[src/rtl/rxf_pkg.sv]
package rxf_pkg;

  localparam logic [31:0] CRC_POLY_REFL = 32'hEDB88320;

  typedef enum logic [1:0] {
    KIND_UNI   = 2'd0,
    KIND_GRP   = 2'd1,
    KIND_BCAST = 2'd2
  } addr_kind_e;

  // Reflected CRC-32: one byte, least significant bit first.
  function automatic logic [31:0] crc_step_byte(input logic [31:0] c, input logic [7:0] d);
    logic [31:0] r;
    r = c;
    for (int i = 0; i < 8; i++) begin
      if (r[0] ^ d[i]) r = (r >> 1) ^ CRC_POLY_REFL;
      else             r = r >> 1;
    end
    return r;
  endfunction

endpackage

[src/rtl/rxf_beat_track.sv]
module rxf_beat_track #(
  parameter int ADDR_BYTES = 6,
  parameter int MIN_LEN    = 64,
  localparam int CNT_W     = $clog2(MIN_LEN + 1)
) (
  input  logic clk,
  input  logic rst_n,
  input  logic in_valid,
  input  logic in_sof,
  input  logic in_eof,
  output logic take,
  output logic first,
  output logic addr_beat,
  output logic last_addr_beat,
  output logic runt_end
);
  logic             in_frame_q;
  logic [CNT_W-1:0] cnt_q;
  logic [CNT_W-1:0] cnt_after;
  logic [CNT_W-1:0] pos;

  assign take  = in_valid & (in_sof | in_frame_q);
  assign first = take & in_sof;
  // byte position of the current beat within its frame
  assign pos   = in_sof ? '0 : cnt_q;
  assign cnt_after = in_sof ? CNT_W'(1)
                   : (cnt_q == CNT_W'(MIN_LEN)) ? cnt_q : cnt_q + CNT_W'(1);

  assign addr_beat      = take & (pos < CNT_W'(ADDR_BYTES));
  assign last_addr_beat = take & (pos == CNT_W'(ADDR_BYTES - 1));
  assign runt_end       = cnt_after < CNT_W'(MIN_LEN);

  always_ff @(posedge clk or negedge rst_n) begin
    if (!rst_n) begin
      in_frame_q <= 1'b0;
      cnt_q      <= '0;
    end else if (take) begin
      in_frame_q <= ~in_eof;
      cnt_q      <= cnt_after;
    end
  end
endmodule

[src/rtl/rxf_addr_shift.sv]
module rxf_addr_shift #(
  parameter int ADDR_BYTES = 6,
  parameter int HASH_W     = 6,
  localparam int AW        = 8 * ADDR_BYTES
) (
  input  logic              clk,
  input  logic              rst_n,
  input  logic              shift_en,
  input  logic              first,
  input  logic [7:0]        data,
  output logic [AW-1:0]     addr_nxt,
  output logic [HASH_W-1:0] hash_idx
);
  import rxf_pkg::*;

  logic [AW-1:0] addr_q;
  logic [31:0]   crc_q;
  logic [31:0]   crc_nxt;

  assign addr_nxt = first ? AW'(data) : {addr_q[AW-9:0], data};
  assign crc_nxt  = crc_step_byte(first ? 32'hFFFF_FFFF : crc_q, data);
  assign hash_idx = crc_nxt[31 -: HASH_W];

  always_ff @(posedge clk or negedge rst_n) begin
    if (!rst_n) begin
      addr_q <= '0;
      crc_q  <= '1;
    end else if (shift_en) begin
      addr_q <= addr_nxt;
      crc_q  <= crc_nxt;
    end
  end
endmodule

[src/rtl/rxf_match.sv]
module rxf_match #(
  parameter int ADDR_BYTES = 6,
  parameter int HASH_W     = 6,
  localparam int AW        = 8 * ADDR_BYTES,
  localparam int TBL       = 1 << HASH_W
) (
  input  logic [AW-1:0]     addr,
  input  logic [HASH_W-1:0] hash_idx,
  input  logic              cfg_promisc,
  input  logic              cfg_bcast_reject,
  input  logic [AW-1:0]     cfg_unit_addr,
  input  logic [TBL-1:0]    cfg_uni_hash,
  input  logic [TBL-1:0]    cfg_grp_hash,
  output logic              accept
);
  import rxf_pkg::*;

  addr_kind_e kind;

  always_comb begin
    if (&addr)               kind = KIND_BCAST;
    else if (addr[AW-8])     kind = KIND_GRP;  // lsb of first byte
    else                     kind = KIND_UNI;
  end

  always_comb begin
    if (cfg_promisc) accept = 1'b1;
    else begin
      unique case (kind)
        KIND_BCAST: accept = ~cfg_bcast_reject;
        KIND_GRP:   accept = cfg_grp_hash[hash_idx];
        default:    accept = (addr == cfg_unit_addr) | cfg_uni_hash[hash_idx];
      endcase
    end
  end
endmodule

[src/rtl/rx_dst_filter.sv]
module rx_dst_filter #(
  parameter int ADDR_BYTES = 6,
  parameter int HASH_W     = 6,
  parameter int MIN_LEN    = 64,
  localparam int AW        = 8 * ADDR_BYTES,
  localparam int TBL       = 1 << HASH_W
) (
  input  logic           clk,
  input  logic           rst_n,
  input  logic           in_valid,
  output logic           in_ready,
  input  logic [7:0]     in_data,
  input  logic           in_sof,
  input  logic           in_eof,
  input  logic           cfg_promisc,
  input  logic           cfg_bcast_reject,
  input  logic [AW-1:0]  cfg_unit_addr,
  input  logic [TBL-1:0] cfg_uni_hash,
  input  logic [TBL-1:0] cfg_grp_hash,
  output logic           dec_valid,
  output logic           dec_accept,
  output logic           flush
);
  logic              take, first, addr_beat, last_addr_beat, runt_end;
  logic [AW-1:0]     addr_nxt;
  logic [HASH_W-1:0] hash_idx;
  logic              acc_now, acc_final;
  logic              dec_valid_q, dec_accept_q, flush_q;

  rxf_beat_track #(.ADDR_BYTES(ADDR_BYTES), .MIN_LEN(MIN_LEN)) u_track (
    .clk(clk), .rst_n(rst_n), .in_valid(in_valid), .in_sof(in_sof), .in_eof(in_eof),
    .take(take), .first(first), .addr_beat(addr_beat),
    .last_addr_beat(last_addr_beat), .runt_end(runt_end)
  );

  rxf_addr_shift #(.ADDR_BYTES(ADDR_BYTES), .HASH_W(HASH_W)) u_shift (
    .clk(clk), .rst_n(rst_n), .shift_en(addr_beat), .first(first), .data(in_data),
    .addr_nxt(addr_nxt), .hash_idx(hash_idx)
  );

  rxf_match #(.ADDR_BYTES(ADDR_BYTES), .HASH_W(HASH_W)) u_match (
    .addr(addr_nxt), .hash_idx(hash_idx), .cfg_promisc(cfg_promisc),
    .cfg_bcast_reject(cfg_bcast_reject), .cfg_unit_addr(cfg_unit_addr),
    .cfg_uni_hash(cfg_uni_hash), .cfg_grp_hash(cfg_grp_hash), .accept(acc_now)
  );

  // decision for a frame that ends on this beat
  assign acc_final = last_addr_beat ? acc_now : dec_accept_q;

  always_ff @(posedge clk or negedge rst_n) begin
    if (!rst_n) begin
      dec_valid_q  <= 1'b0;
      dec_accept_q <= 1'b0;
      flush_q      <= 1'b0;
    end else begin
      flush_q <= take & in_eof & (runt_end | ~acc_final);
      if (first) begin
        dec_valid_q  <= 1'b0;
        dec_accept_q <= 1'b0;
      end
      if (last_addr_beat) begin
        dec_valid_q  <= 1'b1;
        dec_accept_q <= acc_now;
      end
    end
  end

  assign in_ready   = 1'b1;
  assign dec_valid  = dec_valid_q;
  assign dec_accept = dec_accept_q;
  assign flush      = flush_q;
endmodule

[config.mk]
export PLATFORM = sky130hd
export DESIGN_NAME = rx_dst_filter
export DESIGN_NICKNAME = d
export VERILOG_FILES = /design/src/rtl/rxf_pkg.sv /design/src/rtl/rxf_beat_track.sv /design/src/rtl/rxf_addr_shift.sv /design/src/rtl/rxf_match.sv /design/src/rtl/rx_dst_filter.sv
export SDC_FILE = /design/constraint.sdc
export NUM_CORES = 1
export LEC_CHECK = 0
export BUFFER_PORTS_ARGS = -buffer_cell sky130_fd_sc_hd__buf_4
export CAP_MARGIN = 20
export CORE_MARGIN = 1
export CORE_UTILIZATION = 45
export CTS_CLUSTER_SIZE = 8
export DETAILED_ROUTE_END_ITERATION = 16
export HOLD_SLACK_MARGIN = 0.03
export MAX_ROUTING_LAYER = met4
export PLACE_DENSITY = 0.81
export SLEW_MARGIN = 20
export SYNTH_ARGS = -nofsm -noshare
export SYNTH_HDL_FRONTEND = slang
export SYNTH_HIERARCHICAL = 1
export SYNTH_SLANG_ARGS = --single-unit
[constraint.sdc]
create_clock -name clk -period 6.1 [get_ports clk]
set_input_delay 0 -clock clk [delete_from_list [all_inputs] [get_ports clk]]
set_output_delay 0 -clock clk [all_outputs]
set_load 0.02 [all_outputs]
# --- Word level (Yosys, flattened, before mapping) ---
# Cells that the tools add are included.
classes:
  muxes: 25
  n_bitwise: 28
  addsub: 1
  reduce_logical: 2
  eq_ne: 5
  magnitude_cmp: 3
ops:
  columns: ["op", "n"]
  rows:
  - ["32-bit 2-to-1 mux", 9]
  - ["13-bit inverter with 14-bit output", 8]
  - ["48-bit equality test", 1]
  - ["48-bit 2-to-1 mux", 1]
  - ["48-bit AND reduction", 1]
  - ["7-bit 2-to-1 mux", 3]
  - ["1-bit binary-select mux with 6-bit select", 2]
  - ["1-bit 2-to-1 mux", 8]
  - ["1-bit XOR", 8]
  - ["7-bit by 1-bit adder with 7-bit output (second input constant)", 1]
  - ["7-bit by 3-bit equality test with 1-bit output (second input constant)", 1]
  - ["7-bit equality test (second input constant)", 1]
  - ["6-bit by 7-bit less-than comparator with 1-bit output (second input constant)", 1]
  - ["7-bit by 3-bit less-than comparator with 1-bit output (second input constant)", 1]
  - ["7-bit less-than comparator (second input constant)", 1]
  - ["1-bit AND", 6]
  - ["1-bit inverter", 3]
  - ["1-bit bitwise OR", 3]
  - ["2-bit by 1-bit equality test with 1-bit output (second input constant)", 1]
  - ["2-bit equality test (second input constant)", 1]
  - ["2-bit 2-to-1 mux", 1]
  - ["1-bit one-hot mux with 2 select lines", 1]
  - ["2-bit nonzero test", 1]
word_totals:
  register_bits: 83
  out_inout_bits: 4
  elab_cells: 71
  input_bits: 191

# --- Logic depth before layout (Yosys ltp) ---
logic_depth:
  word_depth: 29
  depth_mapped: 20
  depth_no_buf: 14

# --- Hierarchy ---
# Netlist, hierarchy kept.
modules_own_cells:
  columns: ["mod", "seq_area_each_um2", "area_per_inst_um2", "n_inst", "cells_per_inst"]
  rows:
  - ["rxf_addr_shift", 1841.8, 4159.0, 1, 358]
  - ["rxf_match", 0.0, 1707.9, 1, 167]
  - ["rxf_beat_track", 200.2, 544.3, 1, 61]
  - ["rx_dst_filter", 75.1, 133.9, 1, 12]

# --- Worst setup path after synthesis ---
# OpenSTA, ideal clock, no wires.
synth_path:
  path_kind: "input to register"
  from: "input port in_sof"
  to: "register flush_q, in the netlist flush"
  setup_time_ps: 65
  setup_slack_ps: 2251
  cell_stages: 18
  t_arrival_ps: 3784
  path_cell_list: "buf_1 nand2_1 inv_1 buf_4 nor2_1 xnor2_1 xor2_1 xnor2_1 buf_4 buf_6 mux4_2 mux2_2 a22o_1 o22ai_1 a21oi_1 or4_1 mux2i_1 o211a_1"
synth_via:
  elab_chain_len: 26
synth_lines:
  columns: ["element", "line_no", "text"]
  rows:
  - ["start: declaration", "rx_dst_filter.sv:13", "input logic in_sof,"]
  - ["1-bit bitwise OR", "rxf_beat_track.sv:22", "assign take = in_valid & (in_sof | in_frame_q);"]
  - ["1-bit AND", "rxf_beat_track.sv:22", null]
  - ["1-bit AND *", "rxf_beat_track.sv:23", "assign first = take & in_sof;"]
  - ["net first", "rx_dst_filter.sv:24", "logic take, first, addr_beat, last_addr_beat, runt_end;"]
  - ["32-bit 2-to-1 mux *", "rxf_addr_shift.sv:21", "assign crc_nxt = crc_step_byte(first ? 32'hFFFF_FFFF : crc_q, data);"]
  - ["32-bit 2-to-1 mux * (2 in a row)", "rxf_pkg.sv:16", "if (r[0] ^ d[i]) r = (r >> 1) ^ CRC_POLY_REFL;"]
  - ["1-bit XOR", "rxf_pkg.sv:16", null]
  - ["32-bit 2-to-1 mux *", "rxf_pkg.sv:16", null]
  - ["[... 9 more ...]", null, null]
  - ["net u_shift.crc_nxt[26]", "rxf_addr_shift.sv:18", "logic [31:0] crc_nxt;"]
  - ["[... 2 more ...]", null, null]
  - ["1-bit bitwise OR", "rxf_match.sv:32", "default: accept = (addr == cfg_unit_addr) | cfg_uni_hash[hash_idx];"]
  - ["1-bit one-hot mux with 2 select lines *", "rxf_match.sv:29", "unique case (kind)"]
  - ["1-bit 2-to-1 mux *", "rxf_match.sv:27", "if (cfg_promisc) accept = 1'b1;"]
  - ["net acc_now", "rx_dst_filter.sv:27", "logic acc_now, acc_final;"]
  - ["1-bit 2-to-1 mux *", "rx_dst_filter.sv:48", "assign acc_final = last_addr_beat ? acc_now : dec_accept_q;"]
  - ["1-bit inverter *", "rx_dst_filter.sv:56", "flush_q <= take & in_eof & (runt_end | ~acc_final);"]
  - ["1-bit bitwise OR *", "rx_dst_filter.sv:56", null]
  - ["1-bit AND *", "rx_dst_filter.sv:56", null]
  - ["end signal: assignment", "rx_dst_filter.sv:56", null]
  - ["end: declaration", "rx_dst_filter.sv:28", "logic dec_valid_q, dec_accept_q, flush_q;"]
# Mark *: on every way through the listed nets, which the timed path passes. The select of a mux whose other input is x is not followed.
# A chain may end at the register's enable or synchronous reset.

# --- Worst setup path after layout ---
layout_path:
  from: "input port in_sof"
  to: "register flush_q, in the netlist flush"
layout_via:
  elab_chain_len: 26
layout_lines:
  columns: ["element", "line_no", "text"]
  rows:
  - ["1-bit bitwise OR", "rxf_beat_track.sv:22", null]
  - ["1-bit AND", "rxf_beat_track.sv:22", null]
  - ["1-bit AND *", "rxf_beat_track.sv:23", null]
  - ["net first", "rx_dst_filter.sv:24", null]
  - ["32-bit 2-to-1 mux *", "rxf_addr_shift.sv:21", null]
  - ["32-bit 2-to-1 mux * (2 in a row)", "rxf_pkg.sv:16", null]
  - ["1-bit XOR", "rxf_pkg.sv:16", null]
  - ["32-bit 2-to-1 mux *", "rxf_pkg.sv:16", null]
  - ["[... 9 more ...]", null, null]
  - ["net hash_idx[0]", "rx_dst_filter.sv:26", "logic [HASH_W-1:0] hash_idx;"]
  - ["[... 2 more ...]", null, null]
  - ["1-bit bitwise OR", "rxf_match.sv:32", null]
  - ["1-bit one-hot mux with 2 select lines *", "rxf_match.sv:29", null]
  - ["1-bit 2-to-1 mux *", "rxf_match.sv:27", null]
  - ["net acc_now", "rx_dst_filter.sv:27", null]
  - ["1-bit 2-to-1 mux *", "rx_dst_filter.sv:48", null]
  - ["1-bit inverter *", "rx_dst_filter.sv:56", null]
  - ["1-bit bitwise OR *", "rx_dst_filter.sv:56", null]
  - ["1-bit AND *", "rx_dst_filter.sv:56", null]
# Marked as above.

==> metrics.md <==
| Metric | Value |
|---|---|
| Iter 0 DRT Violations | `395` |
| Clock buffer depth | `2` |
| ANT nets after route | `0` |
| Reg2reg start | `u_shift/crc_q[1]$_DFFE_PN1P_` |
| Final Hold Vio Count | `0` |
| Top cell type's share of synthesized area | `between 15 and 20%` |
| Chip height | `123 um` |
| Antenna violations before repair | `0` |
| CP Class | `in2reg` |
| First-pass GRT wire length | `approximately 27000 um` |
| Vias in the first global route | `5398` |
| Starting Density | `46.6%` |
| Startpoint types | `input pin` |
| Sequential-to-total area share from yosys stat | `32.3%` |
| DRC Markers | `0` |
| Clock skew | `between 7 and 8 ps` |
| Fin nets | `~970` |
| HP Start | `in_valid` |
| Fmax | `199 MHz` |
| CTS root buffer | `clkbuf_16` |
| Mapped Area | `6550 um^2` |
| Syn Inst Count | `around 600` |
| I/O pin cnt | `195` |
| Outcome | `completed` |
| Pwr Density | `~750 nW/um^2` |
| Port Buf Inserts | `193` |
| Fraction of registers with async set/reset | `100%` |
| Worst EP arrival | `5310 ps` |
| Buf/Inv on CP | `5` |
| Rel. slew slack | `~49%` |
| Antenna diodes | `0` |
| Crit path cell chain | `dlygate4sd3_1, buf_4, nand2_1, inv_2, buf_4, nor2_1, xnor2_4, xnor2_1, xnor2_2, buf_4, mux4_2, mux2_2, a22o_1, o22ai_1, a21oi_1, or4_1, mux2i_1, o211a_1` |
| Fillers | `between 1000 and 1500` |
| Slowest-stage cell, CP | `or4_1` |
| Number of flops mapped to enable cells by yosys | `0` |
| Leading post-synthesis cells by cell area | `dfrtp_1, xnor2_1, dfstp_2, mux4_2, mux2_2` |
| Max Slew Vio Count | `0` |
| Area leader, netlist | `dfrtp_1` |
| Row count | `43` |
| CTS buffer count | `9` |
| DR vias/cell | `~5.6` |
| Grt ovf | `0` |
| Clock sinks | `83` |
| DIE WIDTH | `123 um` |
| Gpl congestion | `0.881` |
| RSZ-0062 raised after global routing | `false` |
| Vias | `5327` |
| Critical path data required time | `6390 ps` |
| Synthesized flop and latch total | `83` |
| Period utilisation layout | `82.4%` |
| Setup crit end kind | `flop` |
| Setup Total Neg Slack | `0 ps` |
| Largest net degree at the start of global routing | `50` |
| Detail Placement HPWL | `13900 um` |
| Synthesis-to-layout area growth | `28.7%` |
| Max FO, Critical Path | `32` |
| Global Route Usage Sum | `24.9%` |
| Core Area | `14000 um^2` |
| Clk pin slew, worst setup/hold paths | `70 ps` |
| Fin crit period | `around 5000 ps` |
| Synth Area per Inst | `10.9 um^2` |
| Drt total wl | `18100 um` |
| Syn Nets | `between 700 and 800` |
| Ys Warns | `6` |
| Pre-Repair DR Iteration Count | `6` |
| Critical path's top delay family | `buffers and inverters` |
| Main flop type after synthesis | `dfrtp_1` |
| Final Power | `6.29 mW` |
| Final setup fails | `0` |
| Worst setup path start | `in_sof` |
| Wire per inst | `18.8 um` |
| Share of layout cells above drive strength 1 | `46.1%` |
| Clk_lat worst skew | `350 ps` |
| CTS tree | `done` |
| Max Cap Viol | `0` |
| Worst vdd ir | `0.630 mV` |
| Die area | `roughly 15000 um^2` |
| Crit-path max cell delay | `660 ps` |
| Unique cell type count in the Yosys netlist | `62` |
| H-Tree Level Count | `3` |
| Most used cell, CP | `buf_4` |
| Tightest Pin Transition | `760 ps` |
| Leakage power | `3.51 nW` |
| Type of the tightest min-delay check | `in2reg` |
[cells in the mapped netlist (all sizes together), types with 3 or more instances]
master,instances
a21oi,22
a22oi,7
buf,28
clkbuf,18
dfrtp,51
dfstp,32
inv,7
mux2,56
mux2i,5
mux4,32
nand2,10
nand2b,3
nand3,7
nand4,24
nor2,62
nor2b,45
nor4,8
o21ai,6
o21bai,3
o22ai,3
or3,3
xnor2,116
xnor3,3
xor2,15
[final timing paths]
| kind | end | slack (ps) | depth (start not counted) |
|---|---|---|---|
| hold / removal | u_track/cnt_q[4]$_DFFE_PN0P_ | 60 | 3 |
| min in group asynchronous | u_shift/addr_q[33]$_DFFE_PN0P_ | 140 | 2 |
| max in group asynchronous | u_track/cnt_q[2]$_DFFE_PN0P_ | 4970 | 3 |
| setup / recovery | flush$_DFF_PN0_ | 1080 | 18 |
| setup reg to reg | flush$_DFF_PN0_ | 1280 | 14 |
| hold reg to reg | u_shift/addr_q[31]$_DFFE_PN0P_ | 500 | 1 |
[worst min-delay path: stages]
cell     delay [ps]
buf_4           120
o21ai_2         150
o41ai_1         100
[layout make-up]
cell class	count	area [um^2]	share of cell area, %
multi-input cells	462	4140	49.2
repair buffers	211	1610	19.1
flip-flops and latches	83	2120	25.1
clock inverters	7	76.3	0.906
inverters	7	26.3	0.312
well taps	180	225	2.67
clock buffers	9	225	2.67
[cells by family after synthesis]
family / after synthesis / share of synthesized area [%]
other: 1 / 0.0573
adder cells (fa/ha/maj): 2 / 0.382
AO/OA/AOI/OAI: 60 / 6.10
AND/OR/NAND/NOR: 171 / 14.1
multiplexers: 93 / 21.5
flip-flops: 83 / 32.3
XOR/XNOR: 135 / 20.8
buffers and inverters: 53 / 4.76
[routing by layer]
layer / vias to the layer above / routed length (um) / GRT usage, %
met5: - / 0 / -
met4: 0 / 229 / 6.94
met3: 19 / 1430 / 5.30
met2: 229 / 9120 / 41.6
met1: 2620 / 7300 / 30.4
li1: 2459 / - / -
[stage by stage]
stage | setup WS, ps | util, % | cells | hold slack (ps) | area [um^2]
after CTS | 1140 | 60.0 | 959 | 39.7 | 8420
final | 1080 | 60.0 | 959 | 62.9 | 8420
after global routing | 740 | 60.0 | 959 | 71.1 | 8420
after floorplan | 2250 | - | 598 | -296 | 6550
after global placement | 1410 | 57.1 | 933 | -9.72 | 8020
after detailed placement | 1310 | 57.1 | 933 | -17.0 | 8020
[layout by cell type, fill, tap and decap left out, drive strengths merged, types with 22 or more instances in the layout]
cell type  synthesis  layout
dfrtp             51      51
dfstp             32      32
buf               28     201
mux2              56      56
xnor2            116     116
nand4             24      24
a21oi             22      22
mux4              32      32
nor2              62      62
nor2b             45      45
[registers in the layout, summed over array words and instances (netlist names)]
register / cells
u_shift/crc_q: 32
u_shift/addr_q: 40
u_track/cnt_q: 7
dec_accept: 1
dec_valid: 1
flush: 1
u_track/in_frame_q: 1
[where the power goes]
group / leakage [nW] / internal, mW / total [mW] / switching [mW]
clock network: 0.150 / 0.292 / 0.550 / 0.257
logic: 2.38 / 2.51 / 4.68 / 2.16
registers: 0.982 / 0.891 / 1.06 / 0.170
[timing repair]
item | CTS | global route
resized for setup | 0 | 0
hold endpoints to repair | 46 | 0
buffers inserted | 0 | 0
hold buffers | 10 | 0
Note: power is estimated with default switching activity, not from simulation.
